$ cat config.mk
export PLATFORM = sky130hd
export DESIGN_NAME = irq_latch_arbiter
export DESIGN_NICKNAME = d
export VERILOG_FILES = /design/src/rtl/irq_arb_pkg.sv /design/src/rtl/irq_req_qualifier.sv /design/src/rtl/irq_prio_encoder.sv /design/src/rtl/irq_mask_edge.sv /design/src/rtl/irq_select_latch.sv /design/src/rtl/irq_latch_arbiter.sv
export SDC_FILE = /design/constraint.sdc
export NUM_CORES = 1
export LEC_CHECK = 0
export ABC_AREA = 1
export BUFFER_PORTS_ARGS = -buffer_cell sky130_fd_sc_hd__buf_4
export CAP_MARGIN = 25
export CORE_AREA = 2 2 39 41
export CTS_CLUSTER_DIAMETER = 60
export CTS_CLUSTER_SIZE = 30
export DETAILED_ROUTE_END_ITERATION = 10
export DIE_AREA = 0 0 41 43
export PLACE_DENSITY = 0.73
export SYNTH_ARGS = -nofsm -noshare
export SYNTH_HDL_FRONTEND = slang
export SYNTH_HIERARCHICAL = 1
export SYNTH_SLANG_ARGS = --single-unit
$ cat constraint.sdc
create_clock -name clk -period 1.1 [get_ports clk]
set_input_delay 0.11 -clock clk [delete_from_list [all_inputs] [get_ports clk]]
set_output_delay 0.11 -clock clk [all_outputs]
set_load 0.03 [all_outputs]
$ cat src/rtl/irq_arb_pkg.sv
package irq_arb_pkg;

    // Vector code assignment
    localparam int CODE_NONE    = 0;
    localparam int CODE_SWI     = 1;
    localparam int CODE_HW_BASE = 2;

    // Width needed to encode none, software and every hardware line
    function automatic int code_width(input int n_src);
        return $clog2(n_src + CODE_HW_BASE);
    endfunction

    typedef enum logic {
        SEL_IDLE = 1'b0,
        SEL_HELD = 1'b1
    } sel_state_e;

endpackage

$ cat src/rtl/irq_req_qualifier.sv
module irq_req_qualifier
#(
    parameter int NUM_SRC = 8
)
(
    input  logic [NUM_SRC-1:0] irq_req,
    input  logic               swi_req,
    input  logic               i_mask,
    output logic [NUM_SRC-1:0] hw_live,
    output logic               pend
);

    // Hardware lines pass only while the mask is clear
    always_comb begin
        hw_live = irq_req & {NUM_SRC{~i_mask}};
        pend    = swi_req | (|hw_live);
    end

endmodule

$ cat src/rtl/irq_prio_encoder.sv
module irq_prio_encoder
    import irq_arb_pkg::*;
#(
    parameter int NUM_SRC = 8,
    parameter int CODE_W  = code_width(NUM_SRC)
)
(
    input  logic              clk,
    input  logic              rst,
    input  logic [NUM_SRC-1:0] hw_live,
    input  logic              swi_req,
    output logic [CODE_W-1:0] win_code
);

    logic [NUM_SRC:0]   taken;
    logic [NUM_SRC-1:0] grant;

    assign taken[0] = 1'b0;

    // Fixed priority chain: a line is granted only if no lower index requests
    for (genvar g = 0; g < NUM_SRC; g++) begin : g_chain
        assign grant[g]     = hw_live[g] & ~taken[g];
        assign taken[g + 1] = taken[g] | hw_live[g];
    end

    always_comb begin
        win_code = CODE_W'(CODE_NONE);
        for (int i = 0; i < NUM_SRC; i++) begin
            if (grant[i]) win_code = CODE_W'(CODE_HW_BASE + i);
        end
        if (swi_req) win_code = CODE_W'(CODE_SWI);
    end

    AST_GRANT_ONEHOT: assert property (@(posedge clk) disable iff (rst)
        $onehot0(grant));
    AST_LOW_INDEX_WINS: assert property (@(posedge clk) disable iff (rst)
        (hw_live[0] && !swi_req) |-> win_code == CODE_W'(CODE_HW_BASE));

endmodule

$ cat src/rtl/irq_mask_edge.sv
module irq_mask_edge
(
    input  logic clk,
    input  logic rst,
    input  logic i_mask,
    output logic mask_fall
);

    logic mask_q;

    // Previous mask value; reset treats the mask as set
    always_ff @(posedge clk) begin
        if (rst) mask_q <= 1'b1;
        else     mask_q <= i_mask;
    end

    assign mask_fall = mask_q & ~i_mask;

    AST_FALL_AFTER_SET: assert property (@(posedge clk) disable iff (rst)
        mask_fall |-> $past(i_mask));

endmodule

$ cat src/rtl/irq_select_latch.sv
module irq_select_latch
    import irq_arb_pkg::*;
#(
    parameter int CODE_W = 4
)
(
    input  logic              clk,
    input  logic              rst,
    input  logic              start_strb,
    input  logic              pend,
    input  logic [CODE_W-1:0] win_code,
    input  logic              svc_ack,
    input  logic              mask_fall,
    output logic              held,
    output logic [CODE_W-1:0] held_code
);

    typedef struct packed {
        sel_state_e        st;
        logic [CODE_W-1:0] code;
    } sel_t;

    sel_t cur, nxt;
    logic release_now;

    assign release_now = svc_ack | mask_fall;

    always_comb begin
        nxt = cur;
        if (cur.st == SEL_HELD) begin
            if (release_now) begin
                nxt.st   = SEL_IDLE;
                nxt.code = CODE_W'(CODE_NONE);
            end
        end else if (start_strb && pend) begin
            nxt.st   = SEL_HELD;
            nxt.code = win_code;
        end
    end

    always_ff @(posedge clk) begin
        if (rst) begin
            cur.st   <= SEL_IDLE;
            cur.code <= CODE_W'(CODE_NONE);
        end else begin
            cur <= nxt;
        end
    end

    assign held      = (cur.st == SEL_HELD);
    assign held_code = cur.code;

    AST_HOLD_STABLE: assert property (@(posedge clk) disable iff (rst)
        (held && !svc_ack && !mask_fall) |=> (held && $stable(held_code)));
    AST_ACK_RELEASES: assert property (@(posedge clk) disable iff (rst)
        (held && svc_ack) |=> (!held && held_code == '0));
    AST_FALL_RELEASES: assert property (@(posedge clk) disable iff (rst)
        (held && mask_fall) |=> !held);
    AST_IDLE_ZERO: assert property (@(posedge clk) disable iff (rst)
        !held |-> held_code == '0);
    AST_NO_PEND_NO_LATCH: assert property (@(posedge clk) disable iff (rst)
        (!held && !pend) |=> !held);

endmodule

$ cat src/rtl/irq_latch_arbiter.sv
module irq_latch_arbiter
    import irq_arb_pkg::*;
#(
    parameter int NUM_SRC = 8,
    localparam int CODE_W = code_width(NUM_SRC)
)
(
    input  logic               clk,
    input  logic               rst,
    input  logic [NUM_SRC-1:0] irq_req,
    input  logic               swi_req,
    input  logic               i_mask,
    input  logic               start_strb,
    input  logic               svc_ack,
    output logic               irq_pend,
    output logic               vec_valid,
    output logic [CODE_W-1:0]  vec_code
);

    logic [NUM_SRC-1:0] hw_live;
    logic [CODE_W-1:0]  win_code;
    logic               mask_fall;

    irq_req_qualifier #(.NUM_SRC(NUM_SRC)) u_qual (
        .irq_req (irq_req),
        .swi_req (swi_req),
        .i_mask  (i_mask),
        .hw_live (hw_live),
        .pend    (irq_pend)
    );

    irq_prio_encoder #(.NUM_SRC(NUM_SRC), .CODE_W(CODE_W)) u_prio (
        .clk      (clk),
        .rst      (rst),
        .hw_live  (hw_live),
        .swi_req  (swi_req),
        .win_code (win_code)
    );

    irq_mask_edge u_edge (
        .clk       (clk),
        .rst       (rst),
        .i_mask    (i_mask),
        .mask_fall (mask_fall)
    );

    irq_select_latch #(.CODE_W(CODE_W)) u_latch (
        .clk        (clk),
        .rst        (rst),
        .start_strb (start_strb),
        .pend       (irq_pend),
        .win_code   (win_code),
        .svc_ack    (svc_ack),
        .mask_fall  (mask_fall),
        .held       (vec_valid),
        .held_code  (vec_code)
    );

    AST_MASK_BLOCKS_HW: assert property (@(posedge clk) disable iff (rst)
        (i_mask && !swi_req) |-> !irq_pend);
    AST_SWI_WINS: assert property (@(posedge clk) disable iff (rst)
        (!vec_valid && start_strb && swi_req) |=> vec_code == CODE_W'(CODE_SWI));
    AST_STROBE_WHILE_HELD: assert property (@(posedge clk) disable iff (rst)
        (vec_valid && start_strb && svc_ack) |=> !vec_valid);

endmodule

Word level (Yosys, flattened, before mapping)
Cells that the tools add are included.

Latch bits: 0. Flip-flop bits (word level): 6. Memories kept: 0. Output and inout bits: 6. Bits in writable memories: 0. Memory bits (read-only): 0.

Multipliers: 0. Shift-type cells: 0. Mux-type cells: 12. $add $sub $neg: 0. $lt $le $gt $ge: 0. Bitwise operators: 25. Reduce and logical (&&, ||, !) cells: 4. Equality and inequality tests: 1. Div/mod/pow operators: 0.

Operators with widths (number): $mux W4 (8); $mux W5 (3); $and A1 B1 Y1 (8); $and A8 B8 Y8 (1); $not A1 Y1 (8); $or A1 B1 Y1 (8); $reduce_or A8 Y1 (1); $mux W2 (1); $ne A2 B2 Y1 const B (1); $reduce_and A2 Y1 (1); $reduce_bool A2 Y1 (1); $logic_and A1 B1 Y1 (1).

Depth between registers and ports, before layout
Gate-level depths: netlist (run 1).

Depth after elaboration: 14. Depth in mapped cells: 11. Depth with buffers taken out: 10.

Hierarchy
The synthesis (run 1) kept the hierarchy.

By module, submodules not included: irq_select_latch (area each 197.7 um2, instances 1, cells each 24, seq. area each 100.1 um2); irq_req_qualifier (area each 126.4 um2, instances 1, cells each 25, seq. area each 0.0 um2); irq_prio_encoder (area each 122.6 um2, instances 1, cells each 27, seq. area each 0.0 um2); irq_mask_edge (area each 38.8 um2, instances 1, cells each 6, seq. area each 20.0 um2).

Worst setup path after synthesis (run 1)
Ideal clock, no wire load.

Path kind: input-to-reg. Start point: input port i_mask. End point: register u_latch.cur, in the netlist u_latch/held_code[0]. Arrival time: 1.086 ns. Path buffers: 1. Library setup time: 0.070 ns. Setup slack: -0.056 ns. Required time: 1.030 ns. Cell stages on the path: 10. Path through: buf_6 inv_4 nand2_2 nand3_2 nor2_2 nand2_1 nand3_4 inv_2 nand2_1 a21oi_1.

Elaborated cells between the ends (all ways): 40.

RTL lines: start, declared (line irq_latch_arbiter.sv:12) `input logic i_mask,`; $not A1 Y1 (line irq_req_qualifier.sv:15) `hw_live = irq_req & {NUM_SRC{~i_mask}};`; $and A8 B8 Y8 (line irq_req_qualifier.sv:15); $reduce_or A8 Y1 (line irq_req_qualifier.sv:16) `pend = swi_req | (|hw_live);`; $or A1 B1 Y1 (line irq_req_qualifier.sv:16); named net irq_pend (line irq_latch_arbiter.sv:15) `output logic irq_pend,`; $logic_and A1 B1 Y1 (line irq_select_latch.sv:35) `end else if (start_strb && pend) begin`; $reduce_bool A2 Y1 (no source line); $reduce_and A2 Y1 (no source line); end signal, assigned (line irq_select_latch.sv:46) `cur <= nxt;`; end, declared (line irq_select_latch.sv:23) `sel_t cur, nxt;`.

The timed path passes the listed nets, and every way through them passes these cells. The select of a mux whose other input is x is not followed. A chain may end at the register's enable or synchronous reset.

Worst setup path after layout (run 1)
Start point: input port i_mask. End point: output port irq_pend.

Longest elaborated chain between the ends: 4.

RTL lines (line): $not A1 Y1 (irq_req_qualifier.sv:15); $and A8 B8 Y8 (irq_req_qualifier.sv:15); $reduce_or A8 Y1 (irq_req_qualifier.sv:16); $or A1 B1 Y1 (irq_req_qualifier.sv:16); end, declared (irq_latch_arbiter.sv:15).

No other way between the ends.

==> results of run 1 <==
## logic make-up after synthesis
group,count (synthesis),synth area share [%]
AOI/OAI and AO/OA,11,11.9
buffers and inverters,22,19.1
DFF,6,24.7
and+or+nand+nor,43,44.3
## stage by stage
step | utilization (%) | TNS (ns) | power (W) | cells
after CTS | 49.5 | 0 | 0.000656 | 122
after floorplan | - | 0 | 0.000371 | 82
after detailed placement | 47.8 | -0.141 | 0.000452 | 119
after global routing | 49.5 | 0 | 0.000702 | 122
after global placement | 47.8 | -0.0587 | 0.000449 | 119
final | 49.5 | 0 | 0.000646 | 122
## layer usage
| layer | wire (um) | global-route usage (%) | vias to the layer above |
|---|---|---|---|
| li1 | - | - | 292 |
| met1 | 480 | 19.7 | 220 |
| met2 | 489 | 22.2 | 9 |
| met3 | 54 | 6.28 | 0 |
| met4 | 0 | 2.00 | 0 |
| met5 | 0 | 0 | - |
## placed cells by master, fill, tap and decap left out, types with 2 or more instances in the layout
master | synthesis | routed
nor2_1 | 14 | 14
nand3_1 | 6 | 6
a21oi_1 | 8 | 8
inv_1 | 19 | 19
dfxtp_1 | 6 | 6
clkbuf_4 | 0 | 3
nand3_2 | 2 | 2
buf_4 | 0 | 22
nand2_2 | 3 | 4
nor2_2 | 5 | 5
nand2_1 | 12 | 11
o21ai_1 | 2 | 2
## registers in the layout, summed over array words and instances, names as in the netlist
name / cells
u_latch/held: 1
u_latch/held_code: 4
u_edge/mask_q: 1
## area by class of cell
| type | count | area share (%) |
|---|---|---|
| sequential | 6 | 17.6 |
| inverter | 21 | 11.9 |
| timing repair buffer | 22 | 24.1 |
| multi-input combinational | 54 | 40.2 |
| clock buffer | 3 | 3.29 |
| tap | 16 | 2.93 |
## worst min-delay path by stage
stage	start	end	slack [ns]	cells past startpoint
finish	rst	u_latch/held$_SDFF_PP0_	0.07	2
global route	rst	u_latch/held$_SDFF_PP0_	0.06	2
CTS	rst	u_latch/held$_SDFF_PP0_	0.06	2
detailed placement	rst	u_latch/held$_SDFF_PP0_	0.32	2
global placement	rst	u_latch/held$_SDFF_PP0_	0.32	2
floorplan	rst	u_latch/held$_SDFF_PP0_	0.18	1
## report_power, final
part | total, W | internal (W) | switching [W]
combinational | 0.000212 | 0.0000930 | 0.000119
sequential | 0.000236 | 0.000230 | 0.00000602
clock | 0.000198 | 0.000123 | 0.0000747
total | 0.000646 | 0.000446 | 0.000200
==> results_dict.tcl, run 1 <==
set metrics [dict create \
    final_area_um2 684 \
    finalNetCount 122 \
    drive_above_1_share_pct 36.8 \
    regToRegEndpoint "u_latch/held_code[2]$_SDFFE_PP0P_" \
    maxSlewViolCount 0 \
    synth_top_area_cell "dfxtp_1" \
    maxCapViolCount 0 \
    async_flop_share_pct 0 \
    cts.clk_slew.worst_paths_ns 0.04 \
    yosys_warnings 6 \
    die_y_um 43 \
    grt_first_pass_wirelength_um 1840 \
    ys_types 15 \
    power_leakage_nw 0.385 \
    gp_congestion 0.825 \
    slew_headroom_pct 79.5 \
    whs_ns 0.0664 \
    setup_violations 0 \
    h-tree-depth 1 \
    via_count 521 \
    synth_top_area_share_pct 24.7 \
    rows 14 \
    cts_sinks 6 \
    routedWlPerCell_um 8.39 \
    synth-seq-cells 6 \
    first_pass_iters 4 \
    antenna_found_initial 0 \
    crit_required_ns 0.99 \
    cts_tree "done" \
    clock-root-buffer "clkbuf_4" \
    max_clock_freq_mhz 977 \
    postCtsSetupBuffers 0 \
    syn-cell-area_um2 485 \
    yosysMostFrequentCell "inv_1" \
    synth_edf_count 0 \
    syn_inst 82 \
    track_usage_pct 14.8 \
    clock_latency_ns 0.24 \
    min_period_ns 1.02 \
    r2r_slack_ns 0.12 \
    io_pins 20 \
    multi_input_area_um2 275 \
    p_per_area_nw_per_um2 944 \
    die_w_um 41 \
    start_util_pct 35.1 \
    synthFlopType "dfxtp_1" \
    grt_pass1_vias 515 \
    crit_path_max_fanout 9 \
    fin_skew_ns 0.00614 \
    syn_nets 96 \
    critPathCapture "irq_pend" \
    remaining_drc_errors 0 \
    fin_crit_sh_pct 93.1 \
    n_fill_cell 140 \
    rsz0062_at_grt "false" \
    ctsResizeCount 0 \
    min_path_type "in2reg" \
    crit_path_end_kind "output port" \
    crit_path_cell_trace "buf_4, inv_4, nand2_2, nand3_2, nor2_2, nand2_2, buf_4, buf_4" \
    dpl_worst_slack_ns -0.0494 \
    timing.critical_path.max_delay_family "buffers and inverters" \
    io_buffers 19 \
    viasPerCell 4.27 \
    layout_setup_ws_ns 0.0763 \
    vdd_drop_max_mv 0.610 \
    post_dp_cell_area_um2 662 \
    worstSetupStartpointType "input port" \
    slowest_delay_ns 0.15 \
    r2r_start "u_edge/mask_q$_SDFF_PP1_" \
    ys_seq_area_share_pct 24.7 \
    gr-total-overflow 0 \
    path_buf_inv 4 \
    ant_nets 0 \
    drt-initial-drc-count 5 \
    path_class "in2out" \
    reg2regPathDepth 5 \
    synth_area_per_cell_um2 5.92 \
    crit_slowest_cell "buf_4" \
    dp_hpwl_um 850 \
    grt_max_degree 10 \
    ff_latch_area_um2 120 \
    area_growth_pct 41.0 \
    worst-path-stages 8 \
    tightestPinTransition_ns 0.305 \
    hold_violations 0 \
    arrival_ns 0.91 \
    hold_buffers 0 \
    setup.worst_path.start "i_mask" \
    wl_um 1020 \
    cts_buffers 3 \
    die_area_um2 1760 \
    synthTopCellsByArea "dfxtp_1 (25%), inv_1 (15%), nor2_1 (11%), nand2_1 (9.3%), a21oi_1 (8.2%)" \
    status "finished clean" \
    diodes 0 \
    cts_max_path_buffers 2 \
    synth.top_cells.by_count "inv_1 (19), nor2_1 (14), nand2_1 (12), a21oi_1 (8)" \
    core-area_um2 1380 \
    crit_top_cell "buf_4" \
]
Power figures use the tool's default switching activity.
==> run 2, diff against run 1 <==
Clock period 1.1 ns to 1 ns, I/O delays scaled along.
==> run 2 against run 1 <==
Effect of this change:
- cell area rose by 5.7%
- global-route usage increased by 1.1 points
- sequential cell count is the same
- clock-buffer cell count unchanged
- first-iteration DRC count grew 40%
- critical endpoint unchanged
- largest power group unchanged
- highest routed layer unchanged
==> results_dict.tcl, run 2 (synthesis results as in run 1) <==
set metrics [dict create \
    hold_violations 0 \
    fin_skew_ns 0.00938 \
    setup_violations 0 \
    clock-root-buffer "clkbuf_4" \
    slew_headroom_pct 86.2 \
    clock_latency_ns 0.24 \
    cts_max_path_buffers 2 \
    start_util_pct 35.1 \
    drt-initial-drc-count 7 \
    track_usage_pct 15.9 \
    layout_commonest_cell "buf_4" \
    final_area_um2 723 \
    viasPerCell 4.46 \
    crit_required_ns 0.90 \
    cts.clk_slew.worst_paths_ns 0.05 \
    arrival_ns 0.83 \
    core-area_um2 1380 \
    postCtsSetupBuffers 0 \
    io_buffers 19 \
    final_cell_mix "buf_4 (25), inv_1 (18), nor2_1 (13)" \
    routedWlPerCell_um 9.21 \
    min_period_ns 0.926 \
    grt_first_pass_wirelength_um 1950 \
    status "finished clean" \
    gp_congestion 0.787 \
    cts_buffers 3 \
    dp_hpwl_um 986 \
    maxSlewViolCount 0 \
    worstSetupStartpointType "input port" \
    remaining_drc_errors 0 \
    cts_sinks 6 \
    rsz0062_at_grt "false" \
    min_path_type "in2reg" \
    die_y_um 43 \
    antenna_found_initial 0 \
    drive_above_1_share_pct 41.3 \
    h-tree-depth 1 \
    fin_crit_sh_pct 92.6 \
    grt_pass1_vias 527 \
    area_growth_pct 49.0 \
    diodes 0 \
    layout_setup_ws_ns 0.0739 \
    crit_path_end_kind "output port" \
    die_area_um2 1760 \
    finalNetCount 125 \
    die_w_um 41 \
    post_dp_cell_area_um2 694 \
    first_pass_iters 4 \
    wl_um 1150 \
    maxCapViolCount 0 \
    cts_tree "done" \
    max_clock_freq_mhz 1080 \
    power_leakage_nw 0.409 \
    largest_reg_flops 4 \
    p_per_area_nw_per_um2 1020 \
    tightestPinTransition_ns 0.206 \
    crit_path_max_fanout 2 \
    vdd_drop_max_mv 1.07 \
    grt_max_degree 10 \
    hold_buffers 0 \
    ctsResizeCount 0 \
    dpl_worst_slack_ns -0.148 \
    gr-total-overflow 0 \
    ant_nets 0 \
    rows 14 \
    via_count 558 \
    path_class "in2out" \
    p_total_w 0.000737 \
    io_pins 20 \
]
run 2: cell count changes in the layout (fill, tap and decap cells not counted):
cell and change:
nor2_1 -1, nand2_2 -1, o21ai_2 +1, nor2_4 +1, o21ai_1 -1, buf_4 +3, nand2_4 +1, inv_1 -1
inv_2 +1
run 2: worst max-delay path, stage by stage:
cell     delay [ns]
buf_4          0.11
inv_1          0.06
buf_4          0.10
a21oi_1        0.05
nor2_1         0.16
nand2_4        0.08
buf_4          0.17
run 2: cell type report:
class                   instances  area [um2]
repair buffers                 25         188
clock buffers                   3        22.5
multi-input cells              54         292
fillers                       138         661
well taps                      16        20.0
flip-flops and latches          6         120
inverters                      21        81.3
run 2: final timing paths:
path                                                         from                                end  slack (ns)  cells after the start
worst min register to register  u_latch/held_code[3]$_SDFFE_PP0P_  u_latch/held_code[3]$_SDFFE_PP0P_        0.48                      2
worst min-delay path                                          rst  u_latch/held_code[3]$_SDFFE_PP0P_        0.05                      2
worst max register to register           u_edge/mask_q$_SDFF_PP1_  u_latch/held_code[1]$_SDFFE_PP0P_        0.10                      5
worst max-delay path                                   irq_req[2]                           irq_pend        0.07                      7
run 2: metal layers:
metal  vias up  part of all wire, %  global-route usage (%)
met5         -                    0                       0
met4         0                    0                       0
met3         0                  4.6                    7.85
met2         7                   51                    25.6
met1       251                   45                    19.7
li1        300                    -                       -
run 2: metrics by stage:
step / TNS (ns) / std cells / utilization [%] / hold slack [ns]
final: 0 / 125 / 52.3 / 0.0514
after global routing: 0 / 125 / 52.3 / 0.0496
after CTS: 0 / 125 / 51.8 / 0.0479
after detailed placement: -0.477 / 122 / 50.2 / 0.311
after global placement: -0.376 / 122 / 50.2 / 0.308
after floorplan: 0 / 82 / - / 0.169
run 2: power breakdown:
| part | switching (W) | leakage, nW | internal [W] |
|---|---|---|---|
| Sequential | 0.00000750 | 0.0492 | 0.000253 |
| Combinational | 0.000142 | 0.346 | 0.000115 |
| Clock | 0.0000844 | 0.0138 | 0.000136 |
| Total | 0.000234 | 0.409 | 0.000503 |
